===== config.mk =====
export PLATFORM = sky130hd
export DESIGN_NAME = uart_txfifo_irq
export DESIGN_NICKNAME = d
export VERILOG_FILES = /design/src/rtl/uart_txfifo_pkg.sv /design/src/rtl/txfifo_datapath.sv /design/src/rtl/txfifo_ctrl.sv /design/src/rtl/uart_txfifo_irq.sv
export SDC_FILE = /design/constraint.sdc
export NUM_CORES = 1
export LEC_CHECK = 0
export ABC_AREA = 1
export BUFFER_PORTS_ARGS = -buffer_cell sky130_fd_sc_hd__buf_2
export CORE_ASPECT_RATIO = 1.1
export CORE_UTILIZATION = 40
export DETAILED_ROUTE_END_ITERATION = 8
export HOLD_SLACK_MARGIN = 0.06
export PLACE_DENSITY = 0.59
export REMOVE_ABC_BUFFERS = 1
export SLEW_MARGIN = 20
export SYNTH_ARGS = -nofsm -noshare
export SYNTH_HDL_FRONTEND = slang
export SYNTH_HIERARCHICAL = 1
export SYNTH_SLANG_ARGS = --single-unit

===== constraint.sdc =====
create_clock -name clk -period 8.88 [get_ports clk]
set_input_delay 0.888 -clock clk [delete_from_list [all_inputs] [get_ports clk]]
set_output_delay 0.888 -clock clk [all_outputs]
set_load 0.005 [all_outputs]

===== src/rtl/uart_txfifo_pkg.sv =====
package uart_txfifo_pkg;

  typedef struct packed {
    logic push;
    logic pop;
    logic clear;
  } fifoCtlS;

  // threshold in entries for a 2-bit select, scaled from the depth
  function automatic int unsigned trigFor(input logic [1:0] sel, input int unsigned depth);
    case (sel)
      2'b00:   return depth / 2;
      2'b01:   return depth / 4;
      2'b10:   return (depth * 3) / 4;
      default: return depth - 2;
    endcase
  endfunction

endpackage


===== src/rtl/txfifo_datapath.sv =====
module txfifo_datapath
  import uart_txfifo_pkg::*;
#(
  parameter int unsigned DEPTH = 32,
  parameter int unsigned WIDTH = 8,
  localparam int unsigned PTRW = $clog2(DEPTH),
  localparam int unsigned LVLW = $clog2(DEPTH + 1)
) (
  input  logic             clk,
  input  logic             rstN,
  input  fifoCtlS          ctl,
  input  logic [WIDTH-1:0] wrData,
  output logic [WIDTH-1:0] rdData,
  output logic [LVLW-1:0]  count
);

  localparam logic [PTRW-1:0] LAST = PTRW'(DEPTH - 1);

  logic [WIDTH-1:0] mem [DEPTH];
  logic [PTRW-1:0]  wrPtr;
  logic [PTRW-1:0]  rdPtr;

  always_ff @(posedge clk) begin
    if (ctl.push) mem[wrPtr] <= wrData;
  end

  always_ff @(posedge clk) begin
    if (!rstN || ctl.clear) begin
      wrPtr <= '0;
      rdPtr <= '0;
      count <= '0;
    end else begin
      if (ctl.push) wrPtr <= (wrPtr == LAST) ? '0 : wrPtr + 1'b1;
      if (ctl.pop)  rdPtr <= (rdPtr == LAST) ? '0 : rdPtr + 1'b1;
      count <= count + LVLW'(ctl.push) - LVLW'(ctl.pop);
    end
  end

  assign rdData = mem[rdPtr];

endmodule


===== src/rtl/txfifo_ctrl.sv =====
module txfifo_ctrl
  import uart_txfifo_pkg::*;
#(
  parameter int unsigned DEPTH = 32,
  localparam int unsigned LVLW = $clog2(DEPTH + 1)
) (
  input  logic            clk,
  input  logic            rstN,
  input  logic            wrValid,
  input  logic            drainReady,
  input  logic            cfgWrite,
  input  logic            cfgFifoEn,
  input  logic            cfgReset,
  input  logic [1:0]      cfgTrigSel,
  input  logic            enhancedEn,
  input  logic            irqAck,
  input  logic [LVLW-1:0] count,
  output fifoCtlS         ctl,
  output logic            drainValid,
  output logic            empty,
  output logic            full,
  output logic            overflow,
  output logic [LVLW-1:0] trigLevel,
  output logic            txIrq
);

  logic            fifoEn;
  logic [1:0]      trigSel;
  logic            aboveSeen;
  logic [LVLW-1:0] capacity;
  logic [LVLW-1:0] nextCount;
  logic            crossEvt;
  logic            emptyEvt;

  assign capacity  = fifoEn ? LVLW'(DEPTH) : LVLW'(1);
  assign trigLevel = LVLW'(trigFor(trigSel, DEPTH));
  assign empty     = (count == '0);
  assign full      = (count >= capacity);
  assign drainValid = !empty;

  always_comb begin
    ctl.clear = cfgWrite && ((cfgFifoEn && cfgReset) || (cfgFifoEn != fifoEn));
    ctl.push  = wrValid && !full && !ctl.clear;
    ctl.pop   = drainValid && drainReady && !ctl.clear;
  end

  assign nextCount = count + LVLW'(ctl.push) - LVLW'(ctl.pop);
  assign crossEvt  = fifoEn && aboveSeen && (count >= trigLevel) && (nextCount < trigLevel);
  assign emptyEvt  = !aboveSeen && (count != '0) && (nextCount == '0);

  always_ff @(posedge clk) begin
    if (!rstN) begin
      fifoEn  <= 1'b0;
      trigSel <= 2'b00;
    end else if (cfgWrite) begin
      fifoEn <= cfgFifoEn;
      if (enhancedEn) trigSel <= cfgTrigSel;
    end
  end

  always_ff @(posedge clk) begin
    if (!rstN || ctl.clear) begin
      aboveSeen <= 1'b0;
      txIrq     <= 1'b0;
      overflow  <= 1'b0;
    end else begin
      if (wrValid && full) overflow <= 1'b1;
      if (nextCount == '0)
        aboveSeen <= 1'b0;
      else if (fifoEn && (nextCount > trigLevel))
        aboveSeen <= 1'b1;
      if (crossEvt || emptyEvt)
        txIrq <= 1'b1;
      else if (wrValid || irqAck)
        txIrq <= 1'b0;
    end
  end

endmodule


===== src/rtl/uart_txfifo_irq.sv =====
module uart_txfifo_irq
  import uart_txfifo_pkg::*;
#(
  parameter int unsigned DEPTH = 32,
  parameter int unsigned WIDTH = 8,
  localparam int unsigned LVLW = $clog2(DEPTH + 1)
) (
  input  logic             clk,
  input  logic             rstN,
  input  logic             wrValid,
  input  logic [WIDTH-1:0] wrData,
  output logic             drainValid,
  output logic [WIDTH-1:0] drainData,
  input  logic             drainReady,
  input  logic             cfgWrite,
  input  logic             cfgFifoEn,
  input  logic             cfgReset,
  input  logic [1:0]       cfgTrigSel,
  input  logic             enhancedEn,
  input  logic             irqAck,
  output logic [LVLW-1:0]  level,
  output logic             empty,
  output logic             full,
  output logic             overflow,
  output logic [LVLW-1:0]  trigLevel,
  output logic             txIrq
);

  fifoCtlS ctl;

  txfifo_ctrl #(.DEPTH(DEPTH)) u_ctrl (
    .clk(clk), .rstN(rstN), .wrValid(wrValid), .drainReady(drainReady),
    .cfgWrite(cfgWrite), .cfgFifoEn(cfgFifoEn), .cfgReset(cfgReset),
    .cfgTrigSel(cfgTrigSel), .enhancedEn(enhancedEn), .irqAck(irqAck),
    .count(level), .ctl(ctl), .drainValid(drainValid), .empty(empty),
    .full(full), .overflow(overflow), .trigLevel(trigLevel), .txIrq(txIrq)
  );

  txfifo_datapath #(.DEPTH(DEPTH), .WIDTH(WIDTH)) u_dp (
    .clk(clk), .rstN(rstN), .ctl(ctl), .wrData(wrData),
    .rdData(drainData), .count(level)
  );

endmodule


==> impl_metrics.tcl <==
set metrics [dict create \
    cts_buffers 29 \
    drv_slew 0 \
    cts-root-to-sink-buffers 3 \
    period_needed_ns 4.54 \
    aggregate_routed_wire_length_mm 27.9 \
    final_setup_violation_count 0 \
    dp.final_hpwl_mm 16.8 \
    grtUsageTotal_pct 17.4 \
    synth_top_flop_cell "edfxtp_1" \
    vias_per_cell 4.99 \
    io_pins 44 \
    die_h_um 188 \
    avgRoutedWirePerCell_um 16.9 \
    floorplan.die_area_um2 32200 \
    drt_pre_antenna_iters 5 \
    initial_antenna_violation_count 0 \
    die_width_um 171 \
    dp_cells 1598 \
    cts.sink_count 283 \
    postCtsSetupRepairBufs 0 \
    place.gp.congestion 0.821 \
    drt.antenna.violating_nets 0 \
    drt_iter0_markers 547 \
    synth-edff-count 256 \
    hold_viol_final 0 \
    filler_cell_count 2940 \
    final_common_cell "nand2_1" \
    worst_setup_path_start_kind "register" \
    synth_sequential_area_ratio_pct 65.3 \
    final.setup.tns_ns 0 \
    dpl-instance-area_um2 13000 \
    synth_cell_types 33 \
    grt_first_pass_wirelength_mm 43.3 \
    route.detailed.drc 0 \
    synthesis.yosys.warnings 6 \
    number_of_buffer_and_inverter_instances_along_the_worst_setup_path 3 \
    initial_utilization_pct 41.0 \
    timing.critical_path.cells "clkinv_2 -> buf_4 -> nand2_1 -> nand3_1 -> nand3_1 -> nand2_1 -> nand2_1 -> nand2_1 -> nand2_1 -> nand2_1 -> buf_2" \
    htree_num_levels 1 \
    grt_max_degree 80 \
    crit_path_max_incr_delay_ns 0.84 \
    numPortBuffers 41 \
    power_density_nw_per_um2 256 \
    postSynth.asyncResetShare_pct 0 \
    synth.avg_cell_area_um2 10.6 \
    clk_pin_slew_ns 0.06 \
    layout_setup_ws_ns 4.34 \
    maxClockFrequency_ghz 0.220 \
    arrival_time_worst_endpoint_ns 3.65 \
    root_buffer "clkbuf_16" \
    grt_setup_unrepaired "no" \
    worst-setup-path-type "register to output pin" \
    critPathMaxFanout 68 \
    tritoncts_clock_tree "yes" \
    layout_cells_sized_above_1_pct 8.68 \
    layout.cell_area.non_filler_um2 13900 \
    final_core_util_pct 45.2 \
    max-slew-margin-rel_pct 39.8 \
    cts_repair_resize_count 0 \
    insertedDiodeCount 0 \
    layout_worst_path_cycle_share_pct 51.1 \
    path_common_cell "nand2_1" \
    critPathSlowestCell "clkinv_2" \
    end_kind "output pin" \
    tightest_slew_ns 0.900 \
    ctsHoldBuffers 0 \
    synth_area_um2 12600 \
    fin_nets 1268 \
    post_synth_inst_count 1190 \
    instances_no_fill 1647 \
    cap_viol_max_count 0 \
    critPathTopFamily "buffers and inverters" \
    hp-class "register to register" \
    rows 67 \
    layout-area-overhead-vs-synth_pct 10.2 \
    static-leakage-power_nw 5.28 \
    grt_overflow 0 \
    outcome "finished, final reports clean" \
    core_area_um2 30700 \
    ys_ff_latch 283 \
    num_vias 8226 \
    dp_slack_ns 4.69 \
    first_global_vias 7858 \
    mostFrequentLayoutCells "nand2_1, edfxtp_1, nand3_1" \
    max_rail_drop_vdd_mv 0.196 \
    finalClockSkew_ns 0.0101 \
    clk_latency_ns 0.53 \
    critical_path_required_ns 7.99 \
    fin_worst_hold_slack_ns 0.472 \
    post-layout-total-power_mw 3.55 \
]
sequential cells by signal, indices dropped and copies added (netlist names), named ones only:
name and count:
u_ctrl/trigSel 2, u_ctrl/aboveSeen 1, u_dp/mem 256, u_dp/wrPtr 5, u_ctrl/fifoEn 1, u_ctrl/txIrq 1
u_dp/count 6, u_dp/rdPtr 5, u_ctrl/overflow 1
routing by layer:
metal	global-route usage (%)	vias to the layer above	part of all wire (%)
li1	-	4080	-
met2	29.9	187	49
met3	2.36	36	5.3
met1	23.3	3923	44
met5	0	-	0
met4	4.02	0	1.5
synth_stat cells (all sizes together), types with 4 or more instances:
| cell | instances | area share (%) |
|---|---|---|
| nand3b | 4 | 0.24 |
| nand2 | 422 | 13 |
| o21ai | 9 | 0.36 |
| edfxtp | 256 | 61 |
| nand3 | 211 | 8.6 |
| nor3 | 15 | 0.60 |
| ha | 32 | 3.2 |
| dfxtp | 27 | 4.3 |
| nor2 | 63 | 2.0 |
| inv | 63 | 1.9 |
| buf | 51 | 3.2 |
| clkbuf | 7 | 0.21 |
| a21oi | 18 | 0.78 |
cell families after synthesis:
kind of cell,share of synthesized area [%]
DFF,65.3
other,0.0298
and+or+nand+nor,24.2
adders and majority gates,3.50
xor gates and xnor gates,0.139
AOI/OAI and AO/OA,1.46
buffers and inverters,5.34
worst register-to-register path, cell delays in order (launching register included):
cell      delay, ns
dfxtp_1        0.47
inv_1          0.13
ha_1           0.22
nand2_1        0.07
nor3_1         0.07
inv_1          0.09
nand2_1        0.05
nor2_1         0.54
ha_1           0.34
inv_1          0.06
ha_1           0.15
inv_1          0.05
fa_1           0.39
inv_1          0.09
nand3_1        0.10
nand3_1        0.11
nand2_2        0.08
ha_1           0.29
nand3_1        0.10
nor2_1         0.06
nand3b_1       0.15
nor2_1         0.13
nand2_1        0.08
nand3_2        0.06
nand2_1        0.05
inv_1          0.04
worst paths after layout:
kind	slack, ns	cells past startpoint	endpoint	startpoint
worst min register to register	0.47	2	u_ctrl/overflow	u_ctrl/overflow
worst min-delay path	0.47	2	u_ctrl/overflow	u_ctrl/overflow
worst max register to register	4.87	25	u_ctrl/txIrq	u_dp/count[3]
worst max-delay path	4.34	11	drainData[6]	register
report_power, final:
part / internal (mW) / total [mW] / switching (mW)
registers: 1.49 / 1.53 / 0.0461
clock network: 0.696 / 1.17 / 0.471
logic: 0.302 / 0.851 / 0.549
layout make-up:
| class | instances | area [µm²] | share of cell area, % |
|---|---|---|---|
| repair buffers | 51 | 280 | 2.02 |
| well taps | 414 | 518 | 3.73 |
| clock inverters | 11 | 124 | 0.893 |
| clock buffers | 38 | 779 | 5.62 |
| inverters | 63 | 238 | 1.71 |
| multi-input cells | 787 | 3700 | 26.7 |
| flip-flops and latches | 283 | 8230 | 59.3 |
Power figures use the tool's default switching activity.
